## src/rtl/pic_pkg.sv

```systemverilog
package pic_pkg;
   localparam int ACC_AW = 12;
   localparam int REG_W  = 64;

   localparam logic [ACC_AW-1:0] OFF_ID    = 12'h000;
   localparam logic [ACC_AW-1:0] OFF_MASK  = 12'h008;
   localparam logic [ACC_AW-1:0] OFF_EDGE  = 12'h010;
   localparam logic [ACC_AW-1:0] OFF_POL   = 12'h018;
   localparam logic [ACC_AW-1:0] OFF_MSGEN = 12'h020;
   localparam logic [ACC_AW-1:0] OFF_CLR   = 12'h028;
   localparam logic [ACC_AW-1:0] OFF_IRR   = 12'h030;
   localparam logic [ACC_AW-1:0] OFF_ISR   = 12'h038;
   localparam logic [ACC_AW-1:0] OFF_ROUTE = 12'h100;
   localparam logic [ACC_AW-1:0] OFF_VEC   = 12'h200;

   typedef enum logic [1:0] {
      SZ_BYTE  = 2'd0,
      SZ_HALF  = 2'd1,
      SZ_WORD  = 2'd2,
      SZ_DWORD = 2'd3
   } acc_size_e;
endpackage

```

## src/rtl/pic_lane.sv

```systemverilog
module pic_lane
   import pic_pkg::*;
(
   input  logic [ACC_AW-1:0] addr,
   input  logic [1:0]        size,
   input  logic [REG_W-1:0]  wdata,
   output logic              aligned,
   output logic [ACC_AW-1:0] base,
   output logic [2:0]        boff,
   output logic [REG_W-1:0]  size_mask,
   output logic [REG_W-1:0]  lane,
   output logic [REG_W-1:0]  wshift
);
   logic [2:0] amask;

   always_comb begin
      case (acc_size_e'(size))
         SZ_BYTE:  size_mask = 64'h0000_0000_0000_00FF;
         SZ_HALF:  size_mask = 64'h0000_0000_0000_FFFF;
         SZ_WORD:  size_mask = 64'h0000_0000_FFFF_FFFF;
         default:  size_mask = '1;
      endcase
      amask   = (3'd1 << size) - 3'd1;
      aligned = (addr[2:0] & amask) == 3'd0;
      boff    = addr[2:0];
      base    = {addr[ACC_AW-1:3], 3'b000};
      lane    = size_mask << {boff, 3'b000};
      wshift  = (wdata & size_mask) << {boff, 3'b000};
   end
endmodule

```

## src/rtl/pic_srclatch.sv

```systemverilog
module pic_srclatch #(
   parameter int NSRC = 32
) (
   input  logic            clk,
   input  logic            rst_n,
   input  logic [NSRC-1:0] src,
   input  logic [NSRC-1:0] edge_sel,
   input  logic [NSRC-1:0] pol,
   input  logic [NSRC-1:0] clr,
   output logic [NSRC-1:0] irr
);
   for (genvar i = 0; i < NSRC; i++) begin : g_src
      logic act, prev_q, irr_q;
      assign act    = src[i] ^ pol[i];
      assign irr[i] = irr_q;

      always_ff @(posedge clk or negedge rst_n) begin
         if (!rst_n) begin
            prev_q <= 1'b0;
            irr_q  <= 1'b0;
         end else begin
            prev_q <= act;
            if (edge_sel[i]) irr_q <= (irr_q & ~clr[i]) | (act & ~prev_q);
            else             irr_q <= act;
         end
      end

      AST_LEVEL_TRACKS: assert property (@(posedge clk) disable iff (!rst_n)
         !edge_sel[i] |=> irr[i] == $past(src[i] ^ pol[i]));
      AST_EDGE_HOLDS: assert property (@(posedge clk) disable iff (!rst_n)
         (edge_sel[i] && irr[i] && !clr[i]) |=> irr[i]);
   end
endmodule

```

## src/rtl/pic_evq.sv

```systemverilog
module pic_evq #(
   parameter  int NSRC = 32,
   localparam int IW   = $clog2(NSRC)
) (
   input  logic            clk,
   input  logic            rst_n,
   input  logic [NSRC-1:0] set_as,
   input  logic [NSRC-1:0] set_de,
   input  logic            evt_ready,
   output logic            evt_valid,
   output logic            evt_assert,
   output logic [IW-1:0]   evt_idx
);
   logic [NSRC-1:0] pend_q, kind_q, take_oh;
   logic [IW-1:0]   sel;

   always_comb begin
      sel = '0;
      for (int i = NSRC - 1; i >= 0; i--)
         if (pend_q[i]) sel = IW'(i);
   end

   assign evt_valid  = |pend_q;
   assign evt_assert = kind_q[sel];
   assign evt_idx    = sel;
   assign take_oh    = (evt_valid && evt_ready) ? (NSRC'(1) << sel) : '0;

   always_ff @(posedge clk or negedge rst_n) begin
      if (!rst_n) begin
         pend_q <= '0;
         kind_q <= '0;
      end else begin
         pend_q <= (pend_q & ~take_oh) | set_as | set_de;
         kind_q <= (kind_q & ~set_de) | set_as;
      end
   end

   AST_EVT_HELD: assert property (@(posedge clk) disable iff (!rst_n)
      (evt_valid && !evt_ready && set_as == '0 && set_de == '0)
      |=> (evt_valid && $stable(evt_idx) && $stable(evt_assert)));
   AST_EVT_DISJOINT: assert property (@(posedge clk) disable iff (!rst_n)
      (set_as & set_de) == '0);
endmodule

```

## src/rtl/pic_regfile.sv

```systemverilog
module pic_regfile
   import pic_pkg::*;
#(
   parameter int         NUM_SRC  = 32,
   parameter logic [7:0] CTRL_ID  = 8'h07,
   parameter logic [7:0] CTRL_VER = 8'h01
) (
   input  logic               clk,
   input  logic               rst_n,
   input  logic               acc_valid,
   input  logic               acc_write,
   input  logic [11:0]        acc_addr,
   input  logic [1:0]         acc_size,
   input  logic [63:0]        acc_wdata,
   output logic [63:0]        acc_rdata,
   input  logic [NUM_SRC-1:0] src_lines,
   output logic [NUM_SRC-1:0] pend_out,
   output logic               evt_valid,
   input  logic               evt_ready,
   output logic               evt_assert,
   output logic [7:0]         evt_vector
);
   localparam int TBL_REGS = NUM_SRC / 8;
   localparam int IW       = $clog2(NUM_SRC);
   localparam logic [7:0]       NSRC_M1 = 8'(NUM_SRC - 1);
   localparam logic [REG_W-1:0] ID_VAL  =
      {8'h00, NSRC_M1, 8'h00, CTRL_VER, CTRL_ID, 24'h000000};

   if (NUM_SRC % 8 != 0 || NUM_SRC < 8 || NUM_SRC > 64) begin : g_bad_nsrc
      $error("NUM_SRC must be a multiple of 8 between 8 and 64");
   end

   logic              aligned;
   logic [ACC_AW-1:0] base;
   logic [2:0]        boff;
   logic [REG_W-1:0]  size_mask, lane, wshift;

   pic_lane u_lane (
      .addr(acc_addr), .size(acc_size), .wdata(acc_wdata),
      .aligned(aligned), .base(base), .boff(boff),
      .size_mask(size_mask), .lane(lane), .wshift(wshift)
   );

   logic [REG_W-1:0]   mask_q, edge_q, pol_q, msgen_q, mask_nxt, rval;
   logic [REG_W-1:0]   vec_q [TBL_REGS];
   logic [NUM_SRC-1:0] irr, clr_bits, ev_as, ev_de;
   logic [NUM_SRC*8-1:0] vec_flat;
   logic [IW-1:0]      evt_idx;
   logic               wr, rd, mask_wr, clr_wr;

   assign wr       = acc_valid && acc_write && aligned;
   assign rd       = acc_valid && !acc_write;
   assign mask_wr  = wr && base == OFF_MASK;
   assign clr_wr   = wr && base == OFF_CLR;
   assign mask_nxt = (mask_q & ~lane) | wshift;

   assign ev_as    = mask_wr ? (mask_q[NUM_SRC-1:0] & ~mask_nxt[NUM_SRC-1:0]) : '0;
   assign clr_bits = clr_wr ? (wshift[NUM_SRC-1:0] & irr & edge_q[NUM_SRC-1:0]) : '0;
   assign ev_de    = (mask_wr ? (~mask_q[NUM_SRC-1:0] & mask_nxt[NUM_SRC-1:0]) : '0)
                   | clr_bits;

   always_ff @(posedge clk or negedge rst_n) begin
      if (!rst_n) begin
         mask_q  <= '1;
         edge_q  <= '0;
         pol_q   <= '0;
         msgen_q <= '0;
      end else if (wr) begin
         case (base)
            OFF_MASK:  mask_q  <= mask_nxt;
            OFF_EDGE:  edge_q  <= (edge_q & ~lane) | wshift;
            OFF_POL:   pol_q   <= (pol_q & ~lane) | wshift;
            OFF_MSGEN: msgen_q <= (msgen_q & ~lane) | wshift;
            default: ;
         endcase
      end
   end

   for (genvar k = 0; k < TBL_REGS; k++) begin : g_vec
      localparam logic [ACC_AW-1:0] VADDR = OFF_VEC + ACC_AW'(k * 8);
      always_ff @(posedge clk or negedge rst_n) begin
         if (!rst_n) begin
            for (int j = 0; j < 8; j++) vec_q[k][8*j +: 8] <= 8'(k * 8 + j);
         end else if (wr && base == VADDR) begin
            vec_q[k] <= (vec_q[k] & ~lane) | wshift;
         end
      end
      assign vec_flat[64*k +: 64] = vec_q[k];
   end

   always_comb begin
      case (base)
         OFF_ID:    rval = ID_VAL;
         OFF_MASK:  rval = mask_q;
         OFF_EDGE:  rval = edge_q;
         OFF_POL:   rval = pol_q;
         OFF_MSGEN: rval = msgen_q;
         OFF_IRR:   rval = REG_W'(irr);
         OFF_ISR:   rval = REG_W'(pend_out);
         default:   rval = '0;
      endcase
      for (int k = 0; k < TBL_REGS; k++) begin
         if (base == OFF_VEC + ACC_AW'(k * 8))   rval = vec_q[k];
         if (base == OFF_ROUTE + ACC_AW'(k * 8)) rval = {8{8'h01}};
      end
   end

   always_ff @(posedge clk or negedge rst_n) begin
      if (!rst_n)   acc_rdata <= '0;
      else if (rd)  acc_rdata <= aligned ? ((rval >> {boff, 3'b000}) & size_mask) : '0;
   end

   pic_srclatch #(.NSRC(NUM_SRC)) u_latch (
      .clk(clk), .rst_n(rst_n), .src(src_lines),
      .edge_sel(edge_q[NUM_SRC-1:0]), .pol(pol_q[NUM_SRC-1:0]),
      .clr(clr_bits), .irr(irr)
   );

   assign pend_out = irr & ~mask_q[NUM_SRC-1:0];

   pic_evq #(.NSRC(NUM_SRC)) u_evq (
      .clk(clk), .rst_n(rst_n), .set_as(ev_as), .set_de(ev_de),
      .evt_ready(evt_ready), .evt_valid(evt_valid),
      .evt_assert(evt_assert), .evt_idx(evt_idx)
   );

   assign evt_vector = vec_flat[{evt_idx, 3'b000} +: 8];

   AST_MISALIGN_IGNORED: assert property (@(posedge clk) disable iff (!rst_n)
      (acc_valid && acc_write && !aligned)
      |=> ($stable(mask_q) && $stable(edge_q) && $stable(pol_q) && $stable(msgen_q)));
   AST_LANES_KEPT: assert property (@(posedge clk) disable iff (!rst_n)
      mask_wr |=> ((mask_q & ~$past(lane)) == ($past(mask_q) & ~$past(lane))));
   AST_CLEAR_EDGE_ONLY: assert property (@(posedge clk) disable iff (!rst_n)
      (clr_wr && !edge_q[0] && irr[0] && (src_lines[0] ^ pol_q[0])) |=> irr[0]);
endmodule

```

## config.mk

```make
export PLATFORM = sky130hd
export DESIGN_NAME = pic_regfile
export DESIGN_NICKNAME = d
export VERILOG_FILES = /design/src/rtl/pic_pkg.sv /design/src/rtl/pic_lane.sv /design/src/rtl/pic_srclatch.sv /design/src/rtl/pic_evq.sv /design/src/rtl/pic_regfile.sv
export SDC_FILE = /design/constraint.sdc
export NUM_CORES = 2
export LEC_CHECK = 0
export BUFFER_PORTS_ARGS = -buffer_cell sky130_fd_sc_hd__buf_4
export CELL_PAD_IN_SITES_DETAIL_PLACEMENT = 1
export CELL_PAD_IN_SITES_GLOBAL_PLACEMENT = 1
export CORE_ASPECT_RATIO = 0.8
export CORE_MARGIN = 8
export CORE_UTILIZATION = 40
export DETAILED_ROUTE_END_ITERATION = 12
export PLACE_DENSITY = 0.69
export SYNTH_ARGS = -nofsm -noshare
export SYNTH_HDL_FRONTEND = slang
export SYNTH_HIERARCHICAL = 1
export SYNTH_SLANG_ARGS = --single-unit
```

## constraint.sdc

```tcl
create_clock -name clk -period 3.62 [get_ports clk]
set_input_delay 0 -clock clk [delete_from_list [all_inputs] [get_ports clk]]
set_output_delay 0 -clock clk [all_outputs]
set_load 0.05 [all_outputs]
```

==> summary.log <==
qor: timing.finalHoldViolations 0
qor: grt.grt_pass1_wl 301000 um
qor: timing.layout_min_cycle_time 4.17 ns
qor: placed_design.port_buffers 220
qor: synthesis.post-synth-top-count-cell sky130_fd_sc_hd__nand2_1
qor: grt.grt.overflow.total 0
qor: timing.clock_skew 0.0314 ns
qor: worst_setup_path.timing.critical_path.slowest_stage_cell sky130_fd_sc_hd__mux4_2
qor: worst_setup_path.timing.critical_path.to evt_vector[0]
qor: clock_network.cts_buffer_depth 3
qor: grt.grt.total_usage 35.8%
qor: timing.finalSetupViolations 9
qor: synthesis.post_synth.cell_area_avg 9.80 um2
qor: drt.totalWireLength 214000 um
qor: final_layout.drive_gt1_share 23.1%
qor: worst_setup_path.path_common_cell sky130_fd_sc_hd__mux4_2
qor: grt.initial_antenna_violation_count 24
qor: placed_design.dp_worst_setup_slack 0.00305 ns
qor: worst_setup_path.reg2regPathDepth 12
qor: drt.drc_marker_count_from_the_first_detailed_route_iteration 5584
qor: synthesis.yosys_register_bits 704
qor: worst_setup_path.cp_data_arrival_time 4.17 ns
qor: final_layout.area_growth_syn_to_layout 15.7%
qor: worst_setup_path.cp_slowest_stage_delay 0.52 ns
qor: grt.grt_use_met3 15.9%
qor: final_layout.finish.net_count 4478
qor: synthesis.ranking_of_synthesized_cells_by_area sky130_fd_sc_hd__dfrtp_1 (33%), sky130_fd_sc_hd__a22o_1 (11%), sky130_fd_sc_hd__dfstp_2 (9.0%), sky130_fd_sc_hd__nand2_1 (7.2%), sky130_fd_sc_hd__mux4_2 (4.7%)
qor: grt.use_met1 49.1%
qor: synthesis.synthesis.instances 4272
qor: timing.max_slew.worst_pin.slew 1.53 ns
qor: worst_hold_path.hold_class in -> async
qor: clock_network.clkSinkCount 704
qor: drt.drt-wirelength-per-cell 36.6 um
qor: placed_design.globalplace.congestion 1.03
qor: placed_design.place.detailed.hpwl 160000 um
qor: grt.via_count_of_the_first_global_routing_pass 38700
qor: grt.grt_util_met2 49.5%
qor: worst_setup_path.path_max_fanout 8
qor: floorplan.placeableCoreArea 104000 um2
qor: worst_setup_path.worstReg2RegStart u_evq/pend_q[20]
qor: power.p_leak 20.4 nW
qor: timing.timing.max_slew.rel_slack -4.33%
qor: power.power_per_cell_area 372 nW/um2
qor: final_layout.utilization 46.5%
qor: worst_setup_path.timing.rr.end u_evq/pend_q[3]
qor: grt.grt-busiest-layer met2
qor: synthesis.post_synth_instance_area 41900 um2
qor: worst_setup_path.critical_path_class reg -> out
qor: timing.fmax 0.240 GHz
qor: clock_network.cts_tree done
qor: clock_network.tritoncts_buffers 77
qor: floorplan.design.die.area 115000 um2
qor: synthesis.post_synth_most_frequent_cells sky130_fd_sc_hd__nand2_1 (807), sky130_fd_sc_hd__dfrtp_1 (560), sky130_fd_sc_hd__a22o_1 (503)
qor: timing.final_max_slew_viol_count 2
qor: floorplan.floorplan.initialDensity 40.2%
qor: grt.pin_count_of_the_biggest_net_entering_global_routing 99
qor: timing.period_share 115%
qor: clock_network.cts.reportedPaths.clkPinSlew 0.06 ns
qor: timing.grt_setup_unrepaired true
qor: floorplan.fp.dieH 305 um
qor: worst_setup_path.worstSetupStartpointType register
qor: drt.drt_drc_violations_left 0
qor: drt.detailedRoute.firstPassIterationCount 6
qor: power.ir_drop 290 uV
qor: clock_network.source_to_sink_clock_delay_at_the_later_pin_of_the_worst_skew_pair 0.67 ns
qor: synthesis.synth_edf_count 0
qor: floorplan.floorplan.rows 106
qor: worst_setup_path.worstSetupStartpoint u_evq/pend_q[20]
qor: worst_setup_path.crit_chain or3_4 > a221oi_4 > o21ai_4 > a2111oi_4 > buf_6 > buf_12 > buf_16 > mux4_2 > mux4_2 > mux2_4 > buf_8
qor: drt.vias 39500
qor: power.post-layout-total-power 18.0 mW
qor: worst_setup_path.r2r_slack 0.23 ns
qor: synthesis.yosys.cell_types.count 94
qor: run_status.failed_checks max-capacitance violations, max-slew violations, negative setup slack
qor: floorplan.dieWidth 378 um
qor: synthesis.synth_top_flop_cell sky130_fd_sc_hd__dfrtp_1
qor: clock_network.cts-root-buf sky130_fd_sc_hd__clkbuf_16
qor: synthesis.synth_area_leader_cell sky130_fd_sc_hd__dfrtp_1
qor: worst_setup_path.critPathRequiredTime 3.62 ns
qor: job.number_of_maximum_capacitance_violations 1
qor: synthesis.synth.yosys.seq_area_share 42.5%
qor: drt.post_drt_via_cell_ratio 6.77
qor: worst_setup_path.critPathCaptureType output pin
qor: clock_network.h-tree-depth 3
qor: timing.postLayoutSetupSlackWorst -0.552 ns
qor: floorplan.ios 221
qor: run_status.outcome finished with violations
qor: synthesis.ys_async_sr_fraction 100%
qor: synthesis.ys_warn_count 6
qor: drt.antenna_violating_nets_post_route 0
qor: synthesis.synth_top_area_share 33.5%
==> power by group <==
group | switching [mW] | internal (mW) | leakage [nW]
Sequential | 0.0478 | 7.93 | 9.15
Clock | 3.58 | 4.49 | 1.23
Combinational | 1.45 | 0.540 | 10.0
==> through the flow <==
| step | TNS (ns) | hold slack, ns | cell area (um2) | cells |
|---|---|---|---|---|
| after CTS | -4.63 | 0.0369 | 48400 | 5831 |
| after global placement | 0 | 0.134 | 45200 | 5631 |
| after floorplan | -0.00779 | -0.296 | 42000 | 4281 |
| after global routing | -5.28 | 0.0639 | 48400 | 5831 |
| final | -4.51 | 0.00151 | 48400 | 5840 |
| after detailed placement | 0 | 0.131 | 45200 | 5631 |
==> final cells by class <==
class	instances	area (um2)
fillers	11400	55700
multi-input cells	2892	20800
flip-flops and latches	704	17800
repair buffers	592	5210
clock buffers	117	2270
well taps	1404	1760
inverters	96	362
clock inverters	26	209
diodes	9	22.5
==> critical path: cells and delay by family, from the launching register on <==
family / cells / cell delay [ns]
multiplexers: 3 / 1.34
AND/OR/NAND/NOR: 1 / 0.41
flip-flops: 1 / 0.38
buffers and inverters: 4 / 0.66
AO/OA/AOI/OAI: 3 / 0.70
==> routing by layer <==
layer,vias up,share of wire (%),routed length [um]
met5,-,0.12,265
met4,18,4.4,9500
met3,522,14,30900
met2,2659,40,85800
met1,20500,41,87100
li1,15800,-,-
==> how the worst min path moves through the flow <==
stage               start          endpoint  slack (ns)  depth (start not counted)
floorplan           rst_n      acc_rdata[0]       -0.30                          0
global route        rst_n  u_evq/pend_q[26]        0.06                          2
global placement    rst_n  u_evq/pend_q[26]        0.13                          1
finish              rst_n  u_evq/pend_q[26]       0.002                          2
detailed placement  rst_n  u_evq/pend_q[26]        0.13                          1
CTS                 rst_n  u_evq/pend_q[26]        0.04                          2
==> repair_timing <==
action,in CTS,in global routing
gates resized for setup,23,9
pin swaps,2,0
setup buffers,10,1
hold buffers,46,0
gates cloned,2,0
hold endpoints to repair,186,0
setup endpoints to repair,9,9
==> state kept, by name, indices dropped and copies added (netlist names) <==
register	flops
msgen_q	64
edge_q	64
vec_flat	256
acc_rdata	64
u_latch/g_src.prev_q	32
u_evq/kind_q	32
pol_q	64
u_evq/pend_q	32
u_latch/g_src.irr_q	32
mask_q	64
==> cell families after synthesis <==
logic type                synth area share [%]
muxes                                     9.87
AOI/OAI and AO/OA                         22.7
xor gates and xnor gates                 0.669
other                                   0.0179
and+or+nand+nor                           15.5
DFF                                       42.5
buffers and inverters                     8.74
==> cell usage in the layout (no fill, tap or decap), types with 41 or more instances in the layout <==
cell type / n
sky130_fd_sc_hd__a21oi_1: 81
sky130_fd_sc_hd__a22o_1: 503
sky130_fd_sc_hd__a22oi_1: 55
sky130_fd_sc_hd__a32o_1: 59
sky130_fd_sc_hd__buf_12: 41
sky130_fd_sc_hd__buf_4: 484
sky130_fd_sc_hd__clkbuf_16: 79
sky130_fd_sc_hd__dfrtp_1: 560
sky130_fd_sc_hd__dfstp_2: 144
sky130_fd_sc_hd__dlygate4sd3_1: 46
sky130_fd_sc_hd__inv_1: 90
sky130_fd_sc_hd__mux2i_1: 170
sky130_fd_sc_hd__mux4_2: 88
sky130_fd_sc_hd__nand2_1: 807
sky130_fd_sc_hd__nand3_1: 51
sky130_fd_sc_hd__nand4_1: 41
sky130_fd_sc_hd__nor2_1: 119
sky130_fd_sc_hd__nor2b_1: 47
sky130_fd_sc_hd__nor3_1: 52
sky130_fd_sc_hd__o21ai_0: 74
sky130_fd_sc_hd__o22ai_1: 47
No activity file was read; power rests on OpenSTA's default activity.
